## src/rtl/ccx_pkg.sv

```systemverilog
package ccx_pkg;
  typedef enum logic {
    MODE_COMPRESS = 1'b0,
    MODE_EXPAND   = 1'b1
  } ccxMode_e;

  // strobes from control to datapath
  typedef struct packed {
    logic load;  // capture operation operands, clear counters
    logic step;  // process the element at the current index
  } ccxStrobe_t;
endpackage

```

## src/rtl/ccx_ctrl.sv

```systemverilog
module ccx_ctrl
  import ccx_pkg::*;
(
  input  logic       clk,
  input  logic       rstN,
  input  logic       start,
  input  logic       vlZero,
  input  logic       isLast,
  output ccxStrobe_t strb,
  output logic       busy,
  output logic       done
);
  typedef enum logic [1:0] {
    ST_IDLE = 2'd0,
    ST_RUN  = 2'd1,
    ST_FIN  = 2'd2
  } ccxState_e;

  ccxState_e state, stateNext;

  always_ff @(posedge clk or negedge rstN) begin
    if (!rstN) state <= ST_IDLE;
    else       state <= stateNext;
  end

  always_comb begin
    strb      = '0;
    stateNext = state;
    unique case (state)
      ST_IDLE: begin
        if (start) begin
          strb.load = 1'b1;
          stateNext = ST_RUN;
        end
      end
      ST_RUN: begin
        if (vlZero) begin
          stateNext = ST_FIN;
        end else begin
          strb.step = 1'b1;
          if (isLast) stateNext = ST_FIN;
        end
      end
      ST_FIN:  stateNext = ST_IDLE;
      default: stateNext = ST_IDLE;
    endcase
  end

  assign busy = (state != ST_IDLE);
  assign done = (state == ST_FIN);
endmodule

```

## src/rtl/ccx_datapath.sv

```systemverilog
module ccx_datapath
  import ccx_pkg::*;
#(
  parameter int ELEM_W = 16,
  parameter int MAX_VL = 16,
  localparam int IDX_W = (MAX_VL > 1) ? $clog2(MAX_VL) : 1,
  localparam int LEN_W = $clog2(MAX_VL + 1)
) (
  input  logic              clk,
  input  logic              rstN,
  input  ccxStrobe_t        strb,
  input  ccxMode_e          mode,
  input  logic [LEN_W-1:0]  vl,
  input  logic [MAX_VL-1:0] mask,
  input  logic [ELEM_W-1:0] rdData,
  output logic [IDX_W-1:0]  rdAddr,
  output logic              wrEn,
  output logic [IDX_W-1:0]  wrAddr,
  output logic [ELEM_W-1:0] wrData,
  output logic [LEN_W-1:0]  packLen,
  output logic              vlZero,
  output logic              isLast
);
  localparam logic [LEN_W-1:0] VL_CAP = LEN_W'(MAX_VL);

  ccxMode_e          modeReg;
  logic [LEN_W-1:0]  vlReg;
  logic [MAX_VL-1:0] maskReg;
  logic [LEN_W-1:0]  idx;   // element index being examined
  logic [LEN_W-1:0]  ptr;   // running pack pointer (write in compress, read in expand)
  logic [LEN_W-1:0]  vlClamped;
  logic              curBit;

  assign vlClamped = (vl > VL_CAP) ? VL_CAP : vl;

  always_ff @(posedge clk or negedge rstN) begin
    if (!rstN) begin
      modeReg <= MODE_COMPRESS;
      vlReg   <= '0;
      maskReg <= '0;
      idx     <= '0;
      ptr     <= '0;
    end else if (strb.load) begin
      modeReg <= mode;
      vlReg   <= vlClamped;
      maskReg <= mask;
      idx     <= '0;
      ptr     <= '0;
    end else if (strb.step) begin
      idx <= idx + 1'b1;
      if (curBit) ptr <= ptr + 1'b1;
    end
  end

  assign curBit = maskReg[idx[IDX_W-1:0]];
  assign vlZero = (vlReg == '0);
  assign isLast = (idx == vlReg - 1'b1);

  assign rdAddr  = (modeReg == MODE_EXPAND) ? ptr[IDX_W-1:0] : idx[IDX_W-1:0];
  assign wrAddr  = (modeReg == MODE_EXPAND) ? idx[IDX_W-1:0] : ptr[IDX_W-1:0];
  assign wrEn    = strb.step & curBit;
  assign wrData  = rdData;
  assign packLen = ptr;
endmodule

```

## src/rtl/ccx_unit.sv

```systemverilog
module ccx_unit
  import ccx_pkg::*;
#(
  parameter int ELEM_W = 16,
  parameter int MAX_VL = 16,
  localparam int IDX_W = (MAX_VL > 1) ? $clog2(MAX_VL) : 1,
  localparam int LEN_W = $clog2(MAX_VL + 1)
) (
  input  logic              clk,
  input  logic              rstN,
  input  logic              start,
  input  logic              mode,
  input  logic [LEN_W-1:0]  vl,
  input  logic [MAX_VL-1:0] mask,
  output logic              busy,
  output logic              done,
  output logic [LEN_W-1:0]  packLen,
  output logic [IDX_W-1:0]  rdAddr,
  input  logic [ELEM_W-1:0] rdData,
  output logic              wrEn,
  output logic [IDX_W-1:0]  wrAddr,
  output logic [ELEM_W-1:0] wrData
);
  ccxStrobe_t strb;
  logic       vlZero;
  logic       isLast;

  ccx_ctrl u_ctrl (
    .clk    (clk),
    .rstN   (rstN),
    .start  (start),
    .vlZero (vlZero),
    .isLast (isLast),
    .strb   (strb),
    .busy   (busy),
    .done   (done)
  );

  ccx_datapath #(
    .ELEM_W (ELEM_W),
    .MAX_VL (MAX_VL)
  ) u_dp (
    .clk     (clk),
    .rstN    (rstN),
    .strb    (strb),
    .mode    (ccxMode_e'(mode)),
    .vl      (vl),
    .mask    (mask),
    .rdData  (rdData),
    .rdAddr  (rdAddr),
    .wrEn    (wrEn),
    .wrAddr  (wrAddr),
    .wrData  (wrData),
    .packLen (packLen),
    .vlZero  (vlZero),
    .isLast  (isLast)
  );
endmodule

```

## config.mk

```make
export PLATFORM = sky130hd
export DESIGN_NAME = ccx_unit
export DESIGN_NICKNAME = d
export VERILOG_FILES = /design/src/rtl/ccx_pkg.sv /design/src/rtl/ccx_ctrl.sv /design/src/rtl/ccx_datapath.sv /design/src/rtl/ccx_unit.sv
export SDC_FILE = /design/constraint.sdc
export NUM_CORES = 1
export LEC_CHECK = 0
export ABC_AREA = 1
export CAP_MARGIN = 20
export CORE_UTILIZATION = 35
export CTS_CLUSTER_SIZE = 40
export DETAILED_ROUTE_END_ITERATION = 10
export PLACE_DENSITY_LB_ADDON = 0.15
export SYNTH_ARGS = -nofsm -noshare
export SYNTH_HDL_FRONTEND = slang
export SYNTH_HIERARCHICAL = 1
export SYNTH_SLANG_ARGS = --single-unit
```

## constraint.sdc

```tcl
create_clock -name clk -period 1.59 [get_ports clk]
set_input_delay 0.477 -clock clk [delete_from_list [all_inputs] [get_ports clk]]
set_output_delay 0.477 -clock clk [all_outputs]
set_load 0.02 [all_outputs]
```

==> flow_summary.ini, run 1 <==
[floorplanning]
floorplan.die_area_sq_mm = 0.00595
rows = 26
die_h_microns = 77.2
die_w_microns = 77.2
ioPinCount = 73
initial_utilization_pct = 37.5
core_area_sq_mm = 0.00527

[synth]
ys_ff_latch = 34
syn_inst = 263
synth.distinct_cells = 25
yosysWarnings = 6
synth_seq_area_share_pct = 43.0
synth.top_cell.area_share_pct = 43.0
synth_largest_area_cell = dfrtp_1
syn-cell-area_sq_mm = 0.00198
synth_area_leaders = dfrtp_1 (43%), nand2_1 (12%), o21ai_0 (7.3%), inv_1 (6.8%), nand3_1 (6.1%)
syn_avg_cell_area_sq_um = 7.52
synth_nets = 307

[sta]
hold_viol = 0
tightest_slew_ps = 385
clock_skew_ps = 3.84
post-route-min-period_ps = 2040
slew_headroom_pct = 74.0
report.final.slew_viol_count = 0
rsz0062_at_grt = yes
fin_ws_ps = -449
fin_crit_sh_pct = 128
setup_violations = 7
max_freq_ghz = 0.490

[grt]
grt_max_degree = 39
grt_first_pass_wirelength_microns = 8560
overflow = 0
antenna_found_initial = 0
grt_usage_pct = 18.2
grt_pass1_vias = 1927

[power]
p_seq_share_pct = 21.6
leakage_uw = 0.00160
vdd_ir_drop_max_mv = 0.842
powerDensity_mw_per_mm2 = 2110
comb_power_share_pct = 68.5
p_sw_share_pct = 42.7
p_int_uw = 3840
pwr-share-clk_pct = 9.9
power.total_uw = 6690
p_switching_uw = 2850

[placement]
pre_cts_ws_ps = -547
routabilityCongestion = 0.798
port_buffers = 40
dpl_cell_area_sq_mm = 0.00269
dpl.hpwl_microns = 3300

[route]
routed_wirelength_microns = 5210
wl_per_cell_microns = 12.4
initialDrtViolationCount = 43
dr.pass1.iters = 4
vias = 1968
viasPerCell = 4.69
drc = 0
ant_nets = 0

[clock_tree]
cts_buffer_depth = 2
worstSkewPairLatency_ps = 280
root_buffer = clkbuf_8
hold_buffers = 0
cts_htree_levels = 2
cts_tree = built
cts_sinks = 34
cts_buffers = 5
path_clk_slew_ps = 70

[worst_hold_path]
hp-class = reg2reg

[cells_and_area]
fin_area_sq_mm = 0.00316
antennaDiodeCount = 0
drive_gt1_share_pct = 40.3
area_growth_pct = 60.1
fin_nets = 393

[worst_setup_path]
end_kind = output pin
path_cells = buf_6, nand2_4, nand3_2, nand2_1, nand2_1, nand2_1, inv_2, nand2_4, nand2_4, inv_4, buf_6
worstPathMaxFanout = 7
worst_setup_path_start_kind = register
worst-setup-path-type = reg2out
arrival_ps = 1560
cp_num_buf_inv = 4
crit_slowest_cell = dfrtp_2
cp_slowest_stage_delay_ps = 440
cp.required_ps = 1110
crit_family = simple AND/OR/NAND/NOR gates

[run_status]
status = complete, but fails checks
violations = setup timing

[flow_run]
max_cap_violations = 0
-- kinds of logic after synthesis --
family	Yosys count	share of synthesized area, %
AO/OA/AOI/OAI	35	9.24
buffers and inverters	67	16.4
XOR/XNOR	8	3.54
flip-flops	34	43.0
adder cells (fa/ha/maj)	3	1.90
AND/OR/NAND/NOR	116	25.9
-- layout make-up --
class / instances / area [sq um]
Clock buffer: 7 / 86.3
Clock inverter: 1 / 5.00
Fill cell: 472 / 2110
Inverter: 40 / 163
Multi-Input combinational cell: 162 / 991
Sequential cell: 34 / 855
Tap cell: 70 / 87.6
Timing Repair Buffer: 106 / 977
-- final timing paths --
| check | startpoint | to | slack, ps | depth (start not counted) |
|---|---|---|---|---|
| hold reg to reg | u_dp/maskReg[6] | u_dp/maskReg[6] | 530 | 2 |
| hold / removal | u_dp/maskReg[6] | u_dp/maskReg[6] | 530 | 2 |
| setup reg to reg | u_dp/vlReg[0] | u_dp/idx[3] | 40 | 10 |
| max in group asynchronous | rstN | u_dp/idx[1] | 840 | 2 |
| min in group asynchronous | rstN | u_dp/maskReg[2] | 560 | 2 |
| setup / recovery | u_dp/idx[0] | wrEn | -450 | 11 |
-- metrics by stage --
| step | setup TNS [ps] | util (%) | cells | hold slack [ps] |
|---|---|---|---|---|
| 2_1_floorplan | -6.60 | - | 263 | 181 |
| 3_3_place_gp | -5430 | 51.1 | 391 | 510 |
| 3_5_place_dp | -4640 | 51.1 | 391 | 520 |
| 4_1_cts | -1080 | 56.8 | 411 | 536 |
| 5_1_grt | -1500 | 60.0 | 420 | 571 |
| 6_report | -899 | 60.0 | 420 | 534 |
-- synthesized netlist by cell type --
master / number
buf_4: 16
clkbuf_1: 5
dfrtp_1: 34
inv_1: 36
nand3_1: 24
o41ai_1: 1
o21ai_0: 29
a31oi_1: 1
nor2_2: 1
buf_1: 1
nand4_1: 5
nand2_1: 62
nand3_2: 1
nor4_1: 1
a21oi_1: 3
xor2_1: 7
xnor2_1: 1
nor3_1: 6
ha_1: 3
a211oi_1: 1
nand2_4: 2
buf_6: 1
inv_2: 4
nor2_1: 14
buf_2: 4
-- cell usage in the layout (no fill, tap or decap), types with 2 or more instances in the layout --
| cell type | n |
|---|---|
| a21oi_1 | 3 |
| buf_12 | 3 |
| buf_2 | 3 |
| buf_4 | 51 |
| buf_6 | 21 |
| clkbuf_8 | 6 |
| clkdlybuf4s15_2 | 3 |
| clkdlybuf4s50_1 | 24 |
| dfrtp_1 | 31 |
| dfrtp_2 | 3 |
| inv_1 | 29 |
| inv_2 | 7 |
| inv_4 | 3 |
| nand2_1 | 51 |
| nand2_2 | 8 |
| nand2_4 | 5 |
| nand3_1 | 14 |
| nand3_2 | 10 |
| nand4_1 | 5 |
| nor2_1 | 12 |
| nor2_4 | 2 |
| nor3_1 | 5 |
| o21ai_0 | 21 |
| o21ai_2 | 5 |
| o21ai_4 | 2 |
| xor2_1 | 7 |
-- sequential cells by signal, summed over array words and instances, names as in the netlist --
name / flops
u_ctrl/state: 2
u_dp/idx: 5
u_dp/maskReg: 16
u_dp/modeReg: 1
u_dp/packLen: 5
u_dp/vlReg: 5
-- power groups by stage --
stage,Sequential [uW],Clock (uW),Combinational [uW]
after floorplan,1440,0,2030
after global placement,1420,0,3480
after detailed placement,1430,0,3530
after CTS,1430,689,4090
after global routing,1490,721,4980
final,1450,659,4580
-- worst reg2reg max path: stages (launching register included) --
cell and delay, ps:
dfrtp_1 390, inv_2 80, ha_4 150, nand3_4 90
nor2_4 130, nor2_4 60, buf_6 140, nand2_4 70
inv_2 40, a31oi_1 190, nor3_1 80
-- per-layer routing --
layer  wire length (microns)  GRT usage [%]
met5                       0              0
met4                      43           8.30
met3                     318           3.81
met2                    2660           30.8
met1                    2190           22.0
-- what timing repair did --
item	CTS	global route
pin swaps	21	9
resized for setup	124	34
gates cloned	0	1
buffers inserted	12	10
endpoints found under the setup margin	19	17
No activity file was read; power rests on OpenSTA's default activity.
==> inputs of run 2 (changes only) <==
--- a/config.mk
+++ b/config.mk
@@ -15,3 +15,4 @@
 export SYNTH_HDL_FRONTEND = slang
 export SYNTH_HIERARCHICAL = 1
 export SYNTH_SLANG_ARGS = --single-unit
+export TNS_END_PERCENT = 50
==> constraint.sdc (replaced) <==
create_clock -name clk -period 1.59 [get_ports clk]
set_input_delay 0.159 -clock clk [delete_from_list [all_inputs] [get_ports clk]]
set_output_delay 0.159 -clock clk [all_outputs]
set_load 0.02 [all_outputs]
==> run 2 against run 1 <==
  * The flow still finishes with violations (setup timing)
  * Power shrank 14%
  * Cell count shrank 6.7%
  * Clock power is essentially flat
  * Flip-flop and latch count is the same
  * Hold slack lost 250 ps
  * Via count shrank 8.7%
  * Register-to-register slack gained 20 ps
  * Global-route usage shrank 2.2 points
  * Design area shrank 13%
  * Combinational power shrank 21%
  * Critical path depth shrank 2
  * Non-clock buffer count shrank 28
  * Largest power group unchanged
==> flow_summary.ini, run 2 (synthesis results as in run 1) <==
[run_status]
status = complete, but fails checks
violations = setup timing

[floorplanning]
rows = 26
core_area_sq_mm = 0.00527
die_w_microns = 77.2
ioPinCount = 73
die_h_microns = 77.2
initial_utilization_pct = 37.5
floorplan.die_area_sq_mm = 0.00595

[worst_hold_path]
hp-class = in2async

[cells_and_area]
antennaDiodeCount = 0
multi_input_area_sq_um = 905
final_common_cell = nand2_1
largest_reg_flops = 16
n_fill_cell = 528
register_area_sq_um = 856
area_growth_pct = 39.8
drive_gt1_share_pct = 27.0
regMostFlops = u_dp/maskReg
layout_common_cells = nand2_1 (56), buf_4 (35), inv_1 (32), dfrtp_1 (30), o21ai_0 (29)
fin_area_sq_mm = 0.00276
fin_nets = 365

[worst_setup_path]
end_kind = output pin
worstPathMaxFanout = 8
arrival_ps = 1500
worst_setup_path_start_kind = register
worst-setup-path-type = reg2out
cp.required_ps = 1430

[clock_tree]
cts_buffer_depth = 2
cts_tree = built
cts_sinks = 34
path_clk_slew_ps = 60
cts_htree_levels = 2
cts_buffers = 5
root_buffer = clkbuf_8
hold_buffers = 0
worstSkewPairLatency_ps = 290

[power]
power.total_uw = 5770
vdd_ir_drop_max_mv = 0.699
leakage_uw = 0.00141
powerDensity_mw_per_mm2 = 2090

[sta]
tightest_slew_ps = 458
max_freq_ghz = 0.602
post-route-min-period_ps = 1660
fin_ws_ps = -71.6
hold_viol = 0
rsz0062_at_grt = yes
report.final.slew_viol_count = 0
clock_skew_ps = 5.33
setup_violations = 1
fin_crit_sh_pct = 105
slew_headroom_pct = 69.4

[placement]
pre_cts_ws_ps = -279
routabilityCongestion = 0.752
dpl.hpwl_microns = 3170
dpl_cell_area_sq_mm = 0.00254
port_buffers = 40

[route]
wl_per_cell_microns = 11.6
drc = 0
ant_nets = 0
vias = 1796
dr.pass1.iters = 4
routed_wirelength_microns = 4540
initialDrtViolationCount = 63
viasPerCell = 4.58

[grt]
overflow = 0
antenna_found_initial = 0
grt_pass1_vias = 1720
grt_usage_pct = 16.0
grt_first_pass_wirelength_microns = 7500
grt_max_degree = 35

[flow_run]
max_cap_violations = 0
[run 2: final cells by class]
type	count	share of cell area [%]
multi-input cells	162	32.7
clock buffers	7	3.12
well taps	70	3.17
inverters	40	5.61
repair buffers	78	24.2
clock inverters	1	0.181
flip-flops and latches	34	31.0
[run 2: final timing paths]
check,startpoint,slack [ps],depth (start not counted),endpoint
min in group clk,rdData[0],320,0,wrData[0]
min reg2reg,u_ctrl/state[1],530,3,u_ctrl/state[0]
max reg2reg,u_dp/idx[0],60,11,u_dp/packLen[3]
max,u_dp/idx[0],-70,9,wrEn
max in group asynchronous,rstN,960,2,u_dp/idx[1]
min,rstN,280,2,u_dp/maskReg[1]
[run 2: what timing repair did]
item / CTS / global route
endpoints found under the hold margin: 0 / 0
pin swaps: 0 / 20
buffers inserted: 0 / 5
endpoints found under the setup margin: 17 / 18
resized for setup: 29 / 49
[run 2: routing by layer]
metal  vias up  global-route usage, %  wire length [microns]
met5         -                      0                      0
met4         0                   6.23                     69
met3         7                   4.17                    231
met2        41                   24.7                   1960
met1       819                   21.2                   2270
li1        929                      -                      -
[run 2: through the flow]
| step | TNS [ps] | util (%) | hold slack, ps | cells |
|---|---|---|---|---|
| 2_1_floorplan | 0 | - | -137 | 263 |
| 3_3_place_gp | -552 | 48.2 | 318 | 379 |
| 3_5_place_dp | -669 | 48.2 | 318 | 379 |
| 4_1_cts | -319 | 50.2 | 290 | 387 |
| 5_1_grt | -322 | 52.4 | 313 | 392 |
| 6_report | -71.6 | 52.4 | 282 | 392 |
[run 2: power by group]
group	total (uW)	leakage (uW)	internal (uW)	switching [uW]
Sequential	1490	0.000426	1250	240
Combinational	3620	0.000940	1670	1950
Clock	658	0.0000482	349	309
Total	5770	0.00141	3270	2500
[run 2: critical path: stages (launching register included)]
cell,delay (ps)
dfrtp_2,450
buf_6,160
nand2_1,60
nand3_1,70
nand3_1,100
nand3_2,80
nand2_4,100
nand2_4,50
inv_2,50
buf_6,100
